==> src/rtl/i2cds_pkg.sv <==
package i2cds_pkg;

   typedef enum logic [3:0] {
      ST_IDLE,
      ST_CTRL,
      ST_CTRL_ACK,
      ST_WADDR,
      ST_WADDR_ACK,
      ST_WDATA,
      ST_WDATA_ACK,
      ST_RDATA,
      ST_RDATA_ACK,
      ST_SKIP
   } tgt_state_e;

   localparam logic [6:0] DEV_ADDR_DEFAULT = 7'b1101111;

endpackage

==> src/rtl/i2cds_line_sync.sv <==
module i2cds_line_sync #(
   parameter int STAGES = 2
) (
   input  logic clk,
   input  logic rst_n,
   input  logic scl_in,
   input  logic sda_in,
   output logic scl_q,
   output logic sda_q,
   output logic scl_rise,
   output logic scl_fall,
   output logic start_det,
   output logic stop_det
);

   if (STAGES < 2) begin : g_bad_stages
      $error("i2cds_line_sync: STAGES must be at least 2");
   end

   logic [STAGES-1:0] scl_sh, sda_sh;
   logic              scl_d, sda_d;

   always_ff @(posedge clk or negedge rst_n) begin
      if (!rst_n) begin
         scl_sh <= '1;
         sda_sh <= '1;
         scl_d  <= 1'b1;
         sda_d  <= 1'b1;
      end else begin
         scl_sh <= {scl_sh[STAGES-2:0], scl_in};
         sda_sh <= {sda_sh[STAGES-2:0], sda_in};
         scl_d  <= scl_sh[STAGES-1];
         sda_d  <= sda_sh[STAGES-1];
      end
   end

   assign scl_q     = scl_sh[STAGES-1];
   assign sda_q     = sda_sh[STAGES-1];
   assign scl_rise  = scl_q & ~scl_d;
   assign scl_fall  = ~scl_q & scl_d;
   assign start_det = scl_q & scl_d & sda_d & ~sda_q;
   assign stop_det  = scl_q & scl_d & ~sda_d & sda_q;

endmodule

==> src/rtl/i2cds_region_mem.sv <==
module i2cds_region_mem #(
   parameter int DEPTH          = 32,
   parameter int BASE           = 0,
   parameter bit CLEAR_ON_RESET = 1'b0
) (
   input  logic       clk,
   input  logic       rst_n,
   input  logic       we,
   input  logic [7:0] waddr,
   input  logic [7:0] wdata,
   input  logic [7:0] raddr,
   output logic [7:0] rdata
);

   localparam int AW = $clog2(DEPTH);

   if (DEPTH < 2 || (DEPTH & (DEPTH - 1)) != 0) begin : g_bad_depth
      $error("i2cds_region_mem: DEPTH must be a power of two of at least 2");
   end

   logic [7:0] mem [DEPTH];

   if (CLEAR_ON_RESET) begin : g_cleared
      always_ff @(posedge clk or negedge rst_n) begin
         if (!rst_n) begin
            for (int i = 0; i < DEPTH; i++) mem[i] <= '0;
         end else if (we) begin
            mem[AW'(waddr - 8'(BASE))] <= wdata;
         end
      end
   end else begin : g_retained
      always_ff @(posedge clk) begin
         if (we && rst_n) mem[AW'(waddr - 8'(BASE))] <= wdata;
      end
   end

   assign rdata = mem[AW'(raddr - 8'(BASE))];

endmodule

==> src/rtl/i2cds_target_fsm.sv <==
module i2cds_target_fsm
   import i2cds_pkg::*;
#(
   parameter logic [6:0] DEV_ADDR  = DEV_ADDR_DEFAULT,
   parameter int         REG_BYTES = 32,
   parameter int         RAM_BYTES = 64
) (
   input  logic       clk,
   input  logic       rst_n,
   input  logic       scl_q,
   input  logic       sda_q,
   input  logic       scl_rise,
   input  logic       scl_fall,
   input  logic       start_det,
   input  logic       stop_det,
   output logic       sda_oe,
   output logic       wr_en,
   output logic [7:0] wr_addr,
   output logic [7:0] wr_data,
   output logic [7:0] rd_addr,
   input  logic [7:0] rd_data
);

   localparam int RAM_BASE = REG_BYTES;
   localparam int LAST     = REG_BYTES + RAM_BYTES - 1;

   if (REG_BYTES + RAM_BYTES > 256 || REG_BYTES < 1 || RAM_BYTES < 1) begin : g_bad_map
      $error("i2cds_target_fsm: both regions must be non-empty and fit 8-bit word addresses");
   end

   tgt_state_e state;
   logic [3:0] cnt;
   logic [7:0] shreg;
   logic [7:0] ptr;
   logic       rd_mode;
   logic       mack;

   function automatic logic [7:0] step_ptr(input logic [7:0] p);
      if (p == 8'(RAM_BASE - 1)) return 8'd0;
      else if (p == 8'(LAST))    return 8'(RAM_BASE);
      else                       return p + 8'd1;
   endfunction

   assign rd_addr = ptr;

   always_ff @(posedge clk or negedge rst_n) begin
      if (!rst_n) begin
         state   <= ST_IDLE;
         cnt     <= '0;
         shreg   <= '0;
         ptr     <= '0;
         rd_mode <= 1'b0;
         mack    <= 1'b1;
         sda_oe  <= 1'b0;
         wr_en   <= 1'b0;
         wr_addr <= '0;
         wr_data <= '0;
      end else begin
         wr_en <= 1'b0;
         if (start_det) begin
            state  <= ST_CTRL;
            cnt    <= '0;
            sda_oe <= 1'b0;
         end else if (stop_det) begin
            state  <= ST_IDLE;
            sda_oe <= 1'b0;
         end else begin
            unique case (state)
               ST_CTRL, ST_WADDR, ST_WDATA: begin
                  if (scl_rise) begin
                     shreg <= {shreg[6:0], sda_q};
                     cnt   <= cnt + 4'd1;
                  end else if (scl_fall && cnt == 4'd8) begin
                     cnt <= '0;
                     if (state == ST_CTRL) begin
                        if (shreg[7:1] == DEV_ADDR) begin
                           rd_mode <= shreg[0];
                           sda_oe  <= 1'b1;
                           state   <= ST_CTRL_ACK;
                        end else begin
                           state <= ST_SKIP;
                        end
                     end else if (state == ST_WADDR) begin
                        if (shreg <= 8'(LAST)) begin
                           ptr    <= shreg;
                           sda_oe <= 1'b1;
                           state  <= ST_WADDR_ACK;
                        end else begin
                           state <= ST_SKIP;
                        end
                     end else begin
                        wr_en   <= 1'b1;
                        wr_addr <= ptr;
                        wr_data <= shreg;
                        ptr     <= step_ptr(ptr);
                        sda_oe  <= 1'b1;
                        state   <= ST_WDATA_ACK;
                     end
                  end
               end
               ST_CTRL_ACK: begin
                  if (scl_fall) begin
                     if (rd_mode) begin
                        shreg  <= rd_data;
                        ptr    <= step_ptr(ptr);
                        sda_oe <= ~rd_data[7];
                        cnt    <= 4'd1;
                        state  <= ST_RDATA;
                     end else begin
                        sda_oe <= 1'b0;
                        cnt    <= '0;
                        state  <= ST_WADDR;
                     end
                  end
               end
               ST_WADDR_ACK, ST_WDATA_ACK: begin
                  if (scl_fall) begin
                     sda_oe <= 1'b0;
                     cnt    <= '0;
                     state  <= ST_WDATA;
                  end
               end
               ST_RDATA: begin
                  if (scl_fall) begin
                     if (cnt == 4'd8) begin
                        sda_oe <= 1'b0;
                        state  <= ST_RDATA_ACK;
                     end else begin
                        shreg  <= {shreg[6:0], 1'b0};
                        sda_oe <= ~shreg[6];
                        cnt    <= cnt + 4'd1;
                     end
                  end
               end
               ST_RDATA_ACK: begin
                  if (scl_rise) begin
                     mack <= sda_q;
                  end else if (scl_fall) begin
                     if (!mack) begin
                        shreg  <= rd_data;
                        ptr    <= step_ptr(ptr);
                        sda_oe <= ~rd_data[7];
                        cnt    <= 4'd1;
                        state  <= ST_RDATA;
                     end else begin
                        sda_oe <= 1'b0;
                        state  <= ST_SKIP;
                     end
                  end
               end
               default: begin
                  sda_oe <= 1'b0;
               end
            endcase
         end
      end
   end

   // the drive enable only turns on while SCL is low
   assert_drive_scl_low_R7: assert property (@(posedge clk) disable iff (!rst_n)
      $rose(sda_oe) |-> !scl_q);

   // a refused or finished transaction never holds SDA
   assert_skip_released_R1: assert property (@(posedge clk) disable iff (!rst_n)
      (state == ST_SKIP) |-> !sda_oe);

   // storage writes stay inside the mapped word addresses
   assert_write_in_map_R2: assert property (@(posedge clk) disable iff (!rst_n)
      wr_en |-> (wr_addr <= 8'(LAST)));

   // after a stored byte the pointer is still in that byte's region
   assert_ptr_same_region_R4: assert property (@(posedge clk) disable iff (!rst_n)
      wr_en |-> ((ptr < 8'(RAM_BASE)) == (wr_addr < 8'(RAM_BASE))));

   // a START always restarts the control-byte phase with SDA released
   assert_start_restarts_R9: assert property (@(posedge clk) disable iff (!rst_n)
      start_det |=> (state == ST_CTRL && !sda_oe));

endmodule

==> src/rtl/i2c_dual_region_target.sv <==
module i2c_dual_region_target
   import i2cds_pkg::*;
#(
   parameter logic [6:0] DEV_ADDR    = DEV_ADDR_DEFAULT,
   parameter int         REG_BYTES   = 32,
   parameter int         RAM_BYTES   = 64,
   parameter int         SYNC_STAGES = 2
) (
   input  logic clk,
   input  logic rst_n,
   input  logic scl_i,
   input  logic sda_i,
   output logic sda_oe
);

   localparam int NUM_REGIONS = 2;

   logic       scl_q, sda_q, scl_rise, scl_fall, start_det, stop_det;
   logic       wr_en;
   logic [7:0] wr_addr, wr_data, rd_addr, rd_data;
   logic [7:0] rd_q [NUM_REGIONS];

   i2cds_line_sync #(.STAGES(SYNC_STAGES)) u_sync (
      .clk       (clk),
      .rst_n     (rst_n),
      .scl_in    (scl_i),
      .sda_in    (sda_i),
      .scl_q     (scl_q),
      .sda_q     (sda_q),
      .scl_rise  (scl_rise),
      .scl_fall  (scl_fall),
      .start_det (start_det),
      .stop_det  (stop_det)
   );

   i2cds_target_fsm #(
      .DEV_ADDR  (DEV_ADDR),
      .REG_BYTES (REG_BYTES),
      .RAM_BYTES (RAM_BYTES)
   ) u_fsm (
      .clk       (clk),
      .rst_n     (rst_n),
      .scl_q     (scl_q),
      .sda_q     (sda_q),
      .scl_rise  (scl_rise),
      .scl_fall  (scl_fall),
      .start_det (start_det),
      .stop_det  (stop_det),
      .sda_oe    (sda_oe),
      .wr_en     (wr_en),
      .wr_addr   (wr_addr),
      .wr_data   (wr_data),
      .rd_addr   (rd_addr),
      .rd_data   (rd_data)
   );

   for (genvar r = 0; r < NUM_REGIONS; r++) begin : g_region
      localparam int BASE  = (r == 0) ? 0 : REG_BYTES;
      localparam int DEPTH = (r == 0) ? REG_BYTES : RAM_BYTES;
      logic hit;
      assign hit = ({1'b0, wr_addr} >= 9'(BASE)) && ({1'b0, wr_addr} < 9'(BASE + DEPTH));

      i2cds_region_mem #(
         .DEPTH          (DEPTH),
         .BASE           (BASE),
         .CLEAR_ON_RESET (r == 0)
      ) u_mem (
         .clk   (clk),
         .rst_n (rst_n),
         .we    (wr_en && hit),
         .waddr (wr_addr),
         .wdata (wr_data),
         .raddr (rd_addr),
         .rdata (rd_q[r])
      );
   end

   assign rd_data = ({1'b0, rd_addr} < 9'(REG_BYTES)) ? rd_q[0] : rd_q[1];

endmodule

==> config.mk <==
export PLATFORM = sky130hd
export DESIGN_NAME = i2c_dual_region_target
export DESIGN_NICKNAME = d
export VERILOG_FILES = /design/src/rtl/i2cds_pkg.sv /design/src/rtl/i2cds_line_sync.sv /design/src/rtl/i2cds_region_mem.sv /design/src/rtl/i2cds_target_fsm.sv /design/src/rtl/i2c_dual_region_target.sv
export SDC_FILE = /design/constraint.sdc
export NUM_CORES = 1
export LEC_CHECK = 0
export BUFFER_PORTS_ARGS = -buffer_cell sky130_fd_sc_hd__buf_2
export CAP_MARGIN = 20
export CORE_MARGIN = 8
export CORE_UTILIZATION = 31
export CTS_CLUSTER_DIAMETER = 50
export CTS_CLUSTER_SIZE = 12
export DETAILED_ROUTE_END_ITERATION = 8
export PLACE_DENSITY = 0.47
export SYNTH_ARGS = -nofsm -noshare
export SYNTH_HDL_FRONTEND = slang
export SYNTH_SLANG_ARGS = --single-unit
==> constraint.sdc <==
create_clock -name clk -period 2.9 [get_ports clk]
set_clock_uncertainty 0.05 [all_clocks]
set_input_delay 0.435 -clock clk [delete_from_list [all_inputs] [get_ports clk]]
set_output_delay 0.435 -clock clk [all_outputs]
set_load 0.02 [all_outputs]
==> flow_metrics.py <==
metrics = {
    "finish": {
        "utilization_pct": 36.8,
        "final_cell_mix": "512 x edfxtp_1, 288 x dfrtp_1, 275 x mux2_2",
        "drive_gt1_share_pct": 33.5,
        "final_common_cell": "edfxtp_1",
        "nets": 2313,
        "synthToLayoutAreaGrowth_pct": 18.3,
    },
    "synthesis": {
        "synth-async-reset-ratio_pct": 37.4,
        "synth_ff_type": "edfxtp_1",
        "synth_seq_cells": 818,
        "synth_cell_types": 71,
        "ys_warn_count": 0,
        "netlist_area_um2": 34800,
        "ys_seq_area_share_pct": 66.1,
        "synth_cells": 2144,
        "synth-edff-count": 512,
        "synth_fp_nets": 2151,
        "syn_area_per_cell_um2": 16.3,
    },
    "power_and_ir_drop": {
        "p_leak_uw": 0.0174,
        "ir_worst_vdd_mv": 0.549,
        "power_density_nw_per_um2": 829,
    },
    "timing": {
        "drv_slew": 0,
        "slew_headroom_pct": 29.6,
        "rsz0062_at_grt": "false",
        "fmax_ghz": 0.348,
        "hold_violations": 0,
        "min_period_over_period_pct": 99.1,
        "finalSetupTns_ns": 0,
        "tightestPinTransition_ns": 1.06,
        "period_needed_ns": 2.87,
        "setup_viol_count_final": 0,
    },
    "worst_setup_path": {
        "arrival_ns": 3.39,
        "cp.required_ns": 3.42,
        "worstSetupPathType": "flip-flop to flip-flop",
        "path_cells": "buf_12 > buf_4 > mux2i_1 > a22oi_1 > a21oi_1 > nor4_1 > a21oi_1 > a31oi_1",
        "worstSetupEndpointType": "flip-flop",
        "slowest_stage": "nor4_1",
        "critPathMaxFanout": 21,
        "crit_path_max_incr_delay_ns": 0.65,
        "cp-start-kind": "flip-flop",
        "crit_top_cell": "a21oi_1",
    },
    "route": {
        "drt_iter0_markers": 1359,
        "ant_nets": 0,
        "dr.pass1.iters": 4,
        "post-route-drc-count": 0,
        "vias": 19700,
        "wl_per_cell_um": 24.9,
        "avgViaCountPerCell": 5.07,
        "routed_wl_mm": 97.0,
    },
    "cts": {
        "clock_path_buffers": 3,
        "cts_num_sinks": 818,
        "cts_setup_buffers": 0,
        "cts.clk_slew.worst_paths_ns": 0.05,
        "cts_max_level": 3,
        "cts_root_buf": "clkbuf_16",
        "tritoncts": "built",
        "numCtsBuffers": 102,
        "insertion_delay_ns": 0.66,
    },
    "placement": {
        "hpwl_mm": 63.7,
        "place_congestion": 0.797,
        "io_buffers": 4,
    },
    "floorplan": {
        "die_w_um": 351,
        "fp.dieH_um": 351,
        "design.core.area_um2": 112000,
        "num_rows": 123,
        "fp.dieArea_um2": 123000,
        "pin_count": 5,
        "initial_core_util_pct": 31.1,
    },
    "global_routing": {
        "grt_max_degree": 137,
        "grt_overflow": 0,
        "grt_pass1_wl_mm": 144,
        "grt_usage_pct": 15.7,
        "grt_pass1_vias": 20900,
        "antenna_found_initial": 2,
    },
    "outcome": {
        "status": "finished clean",
    },
    "worst_hold_path": {
        "worst_hold_path_type": "input pin to async pin",
    },
    "job": {
        "max-cap-violations": 0,
    },
}
## flip-flops by register name, summed over array words and instances, names as in the netlist, 2 cells and up
signal	flops
u_fsm.wr_data	8
u_fsm.rd_addr	8
u_sync.scl_sh	2
u_fsm.cnt	4
u_sync.sda_sh	2
u_fsm.wr_addr	8
g_region.u_mem.mem	768
u_fsm.shreg	8
u_fsm.state	4
## cells by family after synthesis
family	after synthesis	synth area share, %
compound gates	240	4.58
xor+xnor	3	0.0754
fa+ha+maj	3	0.108
buf+inv	146	2.29
flops	818	66.1
mux	585	21.8
simple gates	349	4.98
## critical path, delay by kind of cell, from the launching register on
| family | cells | cell delay, ns |
|---|---|---|
| buffers and inverters | 2 | 0.47 |
| AO/OA/AOI/OAI | 4 | 0.88 |
| AND/OR/NAND/NOR | 1 | 0.65 |
| flip-flops | 1 | 0.62 |
| multiplexers | 1 | 0.10 |
## per-stage QoR
stage                     power [uW]  cell area, um^2  cells  setup WS [ns]  hold WS (ns)
after floorplan                18400            34800   2144          0.842        0.0894
after global placement         21800            37800   3699         0.0537         0.215
after detailed placement       21800            37800   3699         0.0370         0.215
after CTS                      34500            41200   3887         0.0226         0.254
after global routing           35500            41200   3887       0.000890         0.263
final                          34100            41200   3888         0.0266         0.266
## cell type report
type	instances	area, um^2
well taps	1500	1880
diodes	1	2.50
repair buffers	197	1800
flip-flops and latches	818	23100
clock inverters	62	634
clock buffers	123	2750
multi-input cells	1180	11000
fillers	10600	70800
inverters	7	26.3
## synth_stat cells, types with 6 or more instances
cell      instances  area [um^2]
dfstp_2           7          184
nor2_1           88          330
a31oi_1          32          200
nand2_1          95          357
inv_1             6         22.5
buf_1            11         41.3
nand3b_1          6         45.0
nand2b_1         35          219
buf_6            15          169
a22oi_1          76          571
mux4_2          113         2540
a22o_1            7         61.3
nor2_2           11         68.8
buf_2            34          170
a21oi_1          70          350
nor3_1            7         35.0
nor4_1            8         50.1
mux2i_1         197         1970
buf_4            19          143
o21ai_0          18         90.1
clkbuf_1         57          214
nand3_1          45          225
nor2b_1          16          100
dfrtp_1         299         7480
mux2_2          275         3100
edfxtp_1        512        15400
## power breakdown
part	total (uW)	switching [uW]	internal [uW]
logic	8610	5230	3380
clock network	12600	5060	7520
registers	13000	467	12500
total	34100	10800	23400
## path summary, 6_finish.rpt
check / startpoint / endpoint / slack, ns / depth (start not counted)
max: u_fsm.rd_addr[1]$_DFFE_PN0P_ / u_fsm.shreg[0]$_DFFE_PN0P_ / 0.03 / 8
min: rst_n / u_fsm.state[1]$_DFFE_PN0P_ / 0.27 / 2
max reg2reg: u_fsm.rd_addr[1]$_DFFE_PN0P_ / u_fsm.shreg[0]$_DFFE_PN0P_ / 0.03 / 8
min reg2reg: u_sync.scl_sh[0]$_DFF_PN1_ / u_sync.scl_sh[1]$_DFF_PN1_ / 0.30 / 0
max in group asynchronous: rst_n / g_region[0].u_mem.mem[145]$_DFFE_PN0P_ / 1.01 / 4
min in group clk: u_sync.scl_sh[0]$_DFF_PN1_ / u_sync.scl_sh[1]$_DFF_PN1_ / 0.30 / 0
## layer usage
layer,vias to the layer above,global-route usage (%),routed length [um]
met2,399,25.4,45900
met1,10500,21.3,43800
met3,152,2.69,4090
met4,2,5.58,3190
met5,-,0,13
li1,8648,-,-
## what timing repair did
item                                    4_1_cts  5_1_grt
hold buffers                                  3        0
endpoints found under the setup margin        0        2
hold endpoints to repair                     41        0
resized for setup                             0        2
No activity file was read; power rests on OpenSTA's default activity.
